File: config.mk
export PLATFORM = sky130hd
export DESIGN_NAME = erase_range_seq
export DESIGN_NICKNAME = d
export VERILOG_FILES = /design/src/rtl/erase_seq_pkg.sv /design/src/rtl/erase_sdiv.sv /design/src/rtl/erase_cmd_tx.sv /design/src/rtl/erase_range_seq.sv
export SDC_FILE = /design/constraint.sdc
export NUM_CORES = 1
export LEC_CHECK = 0
export BUFFER_PORTS_ARGS = -buffer_cell sky130_fd_sc_hd__buf_2
export CORE_ASPECT_RATIO = 0.6
export CORE_MARGIN = 3
export CORE_UTILIZATION = 29
export DETAILED_ROUTE_END_ITERATION = 6
export PLACE_DENSITY = 0.42
export SLEW_MARGIN = 20
export SYNTH_ARGS = -nofsm -noshare
export SYNTH_HDL_FRONTEND = slang
export SYNTH_SLANG_ARGS = --single-unit
File: constraint.sdc
create_clock -name clk -period 11.8 [get_ports clk]
set_input_delay 1.18 -clock clk [delete_from_list [all_inputs] [get_ports clk]]
set_output_delay 1.18 -clock clk [all_outputs]
set_load 0.1 [all_outputs]
File: src/rtl/erase_seq_pkg.sv
package erase_seq_pkg;

   localparam logic [7:0] OP_PAGE_ERASE  = 8'h81;
   localparam logic [7:0] OP_BLOCK_ERASE = 8'h50;
   localparam int         BLK_PAGES      = 8;
   localparam int         BLK_BITS       = 3;
   localparam int         CMD_BYTES      = 4;
   localparam int         CMD_AW         = 24;

   typedef enum logic [2:0] {
      ST_IDLE,
      ST_DIV_ADDR,
      ST_DIV_LEN,
      ST_CHECK,
      ST_ISSUE,
      ST_SEND,
      ST_POLL
   } seq_state_t;

endpackage

File: src/rtl/erase_sdiv.sv
// Serial restoring divider: one quotient bit per cycle, N cycles per divide.
module erase_sdiv #(
   parameter int N   = 24,
   parameter int D_W = 11
) (
   input  logic           clk,
   input  logic           rst_n,
   input  logic           go,
   input  logic [N-1:0]   num,
   input  logic [D_W-1:0] den,
   output logic           fin,
   output logic [N-1:0]   quot,
   output logic [D_W-1:0] rmd
);
   localparam int CW = $clog2(N + 1);

   logic [CW-1:0]  cnt;
   logic           run;
   logic [D_W-1:0] den_q;
   logic [D_W:0]   trial;

   always_comb trial = {rmd, quot[N-1]};

   always_ff @(posedge clk or negedge rst_n) begin
      if (!rst_n) begin
         cnt   <= '0;
         run   <= 1'b0;
         fin   <= 1'b0;
         quot  <= '0;
         rmd   <= '0;
         den_q <= '0;
      end else begin
         fin <= 1'b0;
         if (go) begin
            quot  <= num;
            rmd   <= '0;
            den_q <= den;
            cnt   <= CW'(N);
            run   <= 1'b1;
         end else if (run) begin
            if (trial >= {1'b0, den_q}) begin
               rmd  <= D_W'(trial - {1'b0, den_q});
               quot <= {quot[N-2:0], 1'b1};
            end else begin
               rmd  <= trial[D_W-1:0];
               quot <= {quot[N-2:0], 1'b0};
            end
            cnt <= cnt - CW'(1);
            if (cnt == CW'(1)) begin
               run <= 1'b0;
               fin <= 1'b1;
            end
         end
      end
   end
endmodule

File: src/rtl/erase_cmd_tx.sv
// Shifts one four-byte erase command out under a single chip-select window.
module erase_cmd_tx
   import erase_seq_pkg::*;
(
   input  logic              clk,
   input  logic              rst_n,
   input  logic              launch,
   input  logic [7:0]        opcode,
   input  logic [CMD_AW-1:0] addr,
   output logic              cs_act,
   output logic              tx_valid,
   output logic [7:0]        tx_data,
   input  logic              tx_ack,
   output logic              fin
);
   logic [7:0]        op_q;
   logic [CMD_AW-1:0] addr_q;
   logic [1:0]        idx;

   always_comb begin
      case (idx)
         2'd0:    tx_data = op_q;
         2'd1:    tx_data = addr_q[23:16];
         2'd2:    tx_data = addr_q[15:8];
         default: tx_data = addr_q[7:0];
      endcase
   end

   always_ff @(posedge clk or negedge rst_n) begin
      if (!rst_n) begin
         op_q     <= '0;
         addr_q   <= '0;
         idx      <= '0;
         cs_act   <= 1'b0;
         tx_valid <= 1'b0;
         fin      <= 1'b0;
      end else begin
         fin <= 1'b0;
         if (launch) begin
            op_q     <= opcode;
            addr_q   <= addr;
            idx      <= '0;
            cs_act   <= 1'b1;
            tx_valid <= 1'b1;
         end else if (tx_valid && tx_ack) begin
            if (idx == 2'(CMD_BYTES - 1)) begin
               tx_valid <= 1'b0;
               cs_act   <= 1'b0;
               fin      <= 1'b1;
            end else begin
               idx <= idx + 2'd1;
            end
         end
      end
   end
endmodule

File: src/rtl/erase_range_seq.sv
module erase_range_seq
   import erase_seq_pkg::*;
#(
   parameter int ADDR_W        = 24,
   parameter int PS_W          = 11,
   parameter int SH_W          = 4,
   parameter bit CS_ACTIVE_LOW = 1'b1
) (
   input  logic              clk,
   input  logic              rst_n,
   input  logic              start,
   input  logic [ADDR_W-1:0] start_addr,
   input  logic [ADDR_W-1:0] byte_len,
   input  logic [PS_W-1:0]   page_size,
   input  logic [SH_W-1:0]   page_shift,
   input  logic [ADDR_W-1:0] dev_pages,
   output logic              busy,
   output logic              done,
   output logic              err,
   output logic              spi_cs,
   output logic              spi_tx_valid,
   output logic [7:0]        spi_tx_data,
   input  logic              spi_tx_ack,
   output logic              poll_req,
   input  logic              poll_rdy
);
   localparam int WIDE = ADDR_W + (1 << SH_W);

   if (ADDR_W < 12 || ADDR_W > 32) begin : g_bad_addr_w
      $error("erase_range_seq: ADDR_W must lie in 12..32");
   end
   if (PS_W < 4 || PS_W >= ADDR_W) begin : g_bad_ps_w
      $error("erase_range_seq: PS_W must lie in 4..ADDR_W-1");
   end
   if (WIDE < CMD_AW) begin : g_bad_sh_w
      $error("erase_range_seq: shifted page address narrower than command address");
   end

   seq_state_t        state;
   logic [ADDR_W-1:0] len_q;
   logic [PS_W-1:0]   ps_q;
   logic [SH_W-1:0]   sh_q;
   logic [ADDR_W-1:0] pages_q;
   logic [ADDR_W-1:0] cur_pg;
   logic [ADDR_W-1:0] left_pg;
   logic              rem_a_bad;
   logic              rem_l_bad;
   logic              use_blk;

   logic              div_go;
   logic [ADDR_W-1:0] div_num;
   logic [PS_W-1:0]   div_den;
   logic              div_fin;
   logic [ADDR_W-1:0] div_quot;
   logic [PS_W-1:0]   div_rmd;

   logic              tx_launch;
   logic              tx_fin;
   logic              cs_act;
   logic              blk_ok;
   logic              req_bad;
   logic [7:0]        cmd_op;
   logic [CMD_AW-1:0] cmd_addr;
   logic [ADDR_W-1:0] stride;

   // Dividers share one serial unit: first the address, then the length.
   always_comb begin
      div_go  = (state == ST_IDLE && start) || (state == ST_DIV_ADDR && div_fin);
      div_num = (state == ST_IDLE) ? start_addr : len_q;
      div_den = (state == ST_IDLE) ? page_size  : ps_q;
   end

   erase_sdiv #(.N(ADDR_W), .D_W(PS_W)) u_div (
      .clk   (clk),
      .rst_n (rst_n),
      .go    (div_go),
      .num   (div_num),
      .den   (div_den),
      .fin   (div_fin),
      .quot  (div_quot),
      .rmd   (div_rmd)
   );

   always_comb begin
      blk_ok    = (cur_pg[BLK_BITS-1:0] == '0) && (left_pg >= ADDR_W'(BLK_PAGES));
      cmd_op    = blk_ok ? OP_BLOCK_ERASE : OP_PAGE_ERASE;
      cmd_addr  = CMD_AW'(WIDE'(cur_pg) << sh_q);
      stride    = use_blk ? ADDR_W'(BLK_PAGES) : ADDR_W'(1);
      req_bad   = (ps_q == '0) || rem_a_bad || rem_l_bad ||
                  (({1'b0, cur_pg} + {1'b0, left_pg}) > {1'b0, pages_q});
      tx_launch = (state == ST_ISSUE);
      busy      = (state != ST_IDLE);
   end

   erase_cmd_tx u_tx (
      .clk      (clk),
      .rst_n    (rst_n),
      .launch   (tx_launch),
      .opcode   (cmd_op),
      .addr     (cmd_addr),
      .cs_act   (cs_act),
      .tx_valid (spi_tx_valid),
      .tx_data  (spi_tx_data),
      .tx_ack   (spi_tx_ack),
      .fin      (tx_fin)
   );

   if (CS_ACTIVE_LOW) begin : g_cs_low
      assign spi_cs = ~cs_act;
   end else begin : g_cs_high
      assign spi_cs = cs_act;
   end

   always_ff @(posedge clk or negedge rst_n) begin
      if (!rst_n) begin
         state     <= ST_IDLE;
         len_q     <= '0;
         ps_q      <= '0;
         sh_q      <= '0;
         pages_q   <= '0;
         cur_pg    <= '0;
         left_pg   <= '0;
         rem_a_bad <= 1'b0;
         rem_l_bad <= 1'b0;
         use_blk   <= 1'b0;
         done      <= 1'b0;
         err       <= 1'b0;
         poll_req  <= 1'b0;
      end else begin
         done     <= 1'b0;
         err      <= 1'b0;
         poll_req <= 1'b0;
         case (state)
            ST_IDLE: begin
               if (start) begin
                  len_q   <= byte_len;
                  ps_q    <= page_size;
                  sh_q    <= page_shift;
                  pages_q <= dev_pages;
                  state   <= ST_DIV_ADDR;
               end
            end
            ST_DIV_ADDR: begin
               if (div_fin) begin
                  cur_pg    <= div_quot;
                  rem_a_bad <= |div_rmd;
                  state     <= ST_DIV_LEN;
               end
            end
            ST_DIV_LEN: begin
               if (div_fin) begin
                  left_pg   <= div_quot;
                  rem_l_bad <= |div_rmd;
                  state     <= ST_CHECK;
               end
            end
            ST_CHECK: begin
               if (req_bad) begin
                  err   <= 1'b1;
                  state <= ST_IDLE;
               end else if (left_pg == '0) begin
                  done  <= 1'b1;
                  state <= ST_IDLE;
               end else begin
                  state <= ST_ISSUE;
               end
            end
            ST_ISSUE: begin
               use_blk <= blk_ok;
               state   <= ST_SEND;
            end
            ST_SEND: begin
               if (tx_fin) begin
                  poll_req <= 1'b1;
                  state    <= ST_POLL;
               end
            end
            ST_POLL: begin
               if (poll_rdy) begin
                  cur_pg  <= cur_pg + stride;
                  left_pg <= left_pg - stride;
                  if (left_pg == stride) begin
                     done  <= 1'b1;
                     state <= ST_IDLE;
                  end else begin
                     state <= ST_ISSUE;
                  end
               end
            end
            default: state <= ST_IDLE;
         endcase
      end
   end
endmodule

==> metrics <==
outcome=completed; Worst IR Drop VDD=0.0972 mV; Seq/Total Area, Yosys=0.390; CTS Sinks=202; post-synth cell types=72; Die Wd=279 um; Util after Layout=0.340; vias in the first global route=10,500; worst path cell trace=ha_1 -> nor2b_1 -> o31a_1 -> o32a_1 -> a31o_2 -> a31oi_2 -> mux2i_1 -> o2111ai_1 -> ha_1 -> a21o_1 -> a21o_1 -> a2111oi_0 -> a31oi_1 -> nor3_1 -> a32o_1; PostCTS Resize Cnt=0; total wire length=43,300 um; slowest library cell on the worst path=dfrtp_1; H-tree depth=1; post-synthesis instance total=1,436; DR WL/cell=20.6 um; Setup Skew=23.8 ps; net switching power=2.10 mW; period utilization=0.398; CP max FO=10; dpl cell area=14,000 um^2; number of max-cap violations=0; antenna violations before repair=0; GRT Total Usage=0.182; clock root cell=clkbuf_16; CP startpoint kind=flip-flop; CTS Buf Count=24; # DRC=0; IO Count=106; ys flop type=dfrtp_1; die area=47,300 um^2; dpl ws=7160 ps; Crit Path Class=flip-flop to flip-flop; nets@finish=1,664; RSZ-0062 raised after global routing=false; first-pass GRT wire length=66,800 um; Internal Power=2.48 mW; slew margin rel.=0.364; post-synth top area cell=dfrtp_1; GR Overflow Total=0; Synth Cell Area=12,900 um^2; endpoints failing setup=0; Net Sw Frac=0.459; vias per inst=5.28; HPWL after DPL=32,100 um; Final WS setup=7100 ps; synth cell count leaders=dfrtp_1 (202), nand2_1 (133), o21ai_0 (132); Port Buffers=105; share of cells above drive strength 1=0.159; row count=59; Worst-Skew Late Latency=550 ps; Max Slew Vio Count=0; syn avg cell area=9.02 um^2; post-layout instance area=14,900 um^2; Pre-Repair DR Iteration Count=6; post-layout min period=4700 ps; largest net degree at the start of global routing=97; Synth Warn #=0; Layout area overhead=14.9%; most common cell in the netlist=dfrtp_1; Final ANT Viol Nets=0; worst hold slack=473 ps; GPL Wtd Cong=0.881; WP buf/inv=0; Synth area leaders=dfrtp_1 (39%), ha_1 (6.9%), mux2i_1 (5.1%); Fin. Hold Viols=0; setup repair bufs after CTS=0; critical path data required time=12,280 ps; core area=43,700 um^2; Top delay family on crit path=compound AO/OA/AOI/OAI gates; die height=170 um; Iteration-0 DRC Markers=1,032; clock share of power=0.176; Worst Path Arrival=5170 ps; setup_tns=0 ps; ANT cells=0; Seq pwr share=0.285; PD cells=308 nW/um^2; Starting Density=0.296; number of synthesized flops with an enable pin=0; Synthesized Nets=1,601; Leak=6.49 nW; ys async rst share=1.00; Max clock buf depth=3; Yosys reg bits=202; Comb pwr share=0.540; FMAX=0.213 GHz; post-synth top area share=0.390; delay of the slowest cell on the worst path=500 ps; Hold Path Class=flip-flop to flip-flop; fillers=4,576; hold_buf cts=0; worst slew pin tran=947 ps; CP Capture Type=flip-flop; vias=11,100; clock slew at reported path FFs=60 ps; CTS tree=built
[layer usage]
layer / vias to the layer above / global-route usage / part of all wire
met3: 43 / 0.0330 / 0.060
met1: 5410 / 0.308 / 0.56
met5: - / 0 / 0
met4: 0 / 0.0349 / 0.019
met2: 277 / 0.230 / 0.36
li1: 5334 / - / -
[layout make-up]
| cell class | count | area (um^2) | area share |
|---|---|---|---|
| Inverter | 71 | 267 | 0.0179 |
| Sequential cell | 202 | 5060 | 0.340 |
| Clock inverter | 7 | 121 | 0.00816 |
| Multi-Input combinational cell | 1076 | 7310 | 0.491 |
| Timing Repair Buffer | 124 | 677 | 0.0455 |
| Tap cell | 579 | 724 | 0.0487 |
| Clock buffer | 37 | 719 | 0.0484 |
[worst register-to-register path: cells and delay by family, from the launching register on]
family | cells | cell delay, ps
compound gates | 10 | 2620
fa+ha+maj | 2 | 720
flops | 1 | 500
mux | 1 | 250
simple gates | 2 | 550
[power groups by stage]
stage | Sequential [mW] | Combinational [mW] | Clock [mW]
floorplan | 1.16 | 1.90 | 0
global placement | 1.30 | 2.44 | 0
detailed placement | 1.31 | 2.46 | 0
CTS | 1.30 | 2.47 | 0.831
global route | 1.34 | 2.77 | 0.856
finish | 1.30 | 2.47 | 0.804
[flip-flops by register name, indices dropped and copies added (netlist names), 3 cells and up]
register	count
u_div.cnt	5
state	3
cur_pg	24
u_tx.addr_q	24
ps_q	11
u_div.den_q	11
left_pg	24
pages_q	24
sh_q	4
u_div.quot	24
u_div.rmd	11
len_q	24
[through the flow]
step / total power, mW / cells
after floorplan: 3.06 / 1436
after global placement: 3.75 / 2052
after detailed placement: 3.77 / 2052
after CTS: 4.60 / 2096
after global routing: 4.97 / 2096
final: 4.58 / 2096
[cells in the final DEF, fill, tap and decap left out, types with 4 or more instances in the layout]
cell type and count:
o22a_1 12, dfrtp_1 201, buf_2 104, ha_1 71
xor2_1 9, and3_1 10, buf_4 19, or3_1 5
a22oi_1 11, a222oi_1 4, nand2_1 132, nand2b_1 10
nor2_1 98, o21a_1 11, nor2b_1 42, and2_1 9
nand4_1 9, nor4_1 18, clkbuf_8 8, mux2_2 45
mux4_2 11, mux2i_1 66, a21o_1 16, a211o_1 4
clkbuf_16 24, clkbuf_1 6, a31oi_1 20, o31ai_1 8
nand3_1 23, o21ai_0 132, a211oi_1 39, nor3_1 38
a22o_1 4, a21oi_1 124, xnor2_1 20, o211ai_1 4
o22ai_1 11, inv_1 71
[kinds of logic (layout without fill, tap and decap cells)]
| logic type | Yosys count | in the layout | share of synthesized area |
|---|---|---|---|
| flip-flops | 202 | 202 | 0.390 |
| AO/OA/AOI/OAI | 437 | 437 | 0.207 |
| AND/OR/NAND/NOR | 415 | 415 | 0.154 |
| buffers and inverters | 158 | 239 | 0.0472 |
| multiplexers | 122 | 122 | 0.109 |
| XOR/XNOR | 29 | 29 | 0.0196 |
| adder cells (fa/ha/maj) | 73 | 73 | 0.0717 |
[worst paths after layout]
| kind | to | from | slack [ps] | cells past startpoint |
|---|---|---|---|---|
| setup / recovery | done$_DFF_PN0_ | cur_pg[2]$_DFFE_PN0P_ | 7100 | 15 |
| max in group asynchronous | cur_pg[9]$_DFFE_PN0P_ | rst_n | 9060 | 3 |
| min in group asynchronous | u_div.rmd[2]$_DFFE_PN0P_ | rst_n | 710 | 1 |
| hold / removal | u_tx.addr_q[2]$_DFFE_PN0P_ | u_tx.addr_q[2]$_DFFE_PN0P_ | 470 | 2 |
| hold reg to reg | u_tx.addr_q[2]$_DFFE_PN0P_ | u_tx.addr_q[2]$_DFFE_PN0P_ | 470 | 2 |
| setup reg to reg | done$_DFF_PN0_ | cur_pg[2]$_DFFE_PN0P_ | 7100 | 15 |
Power figures use the tool's default switching activity.
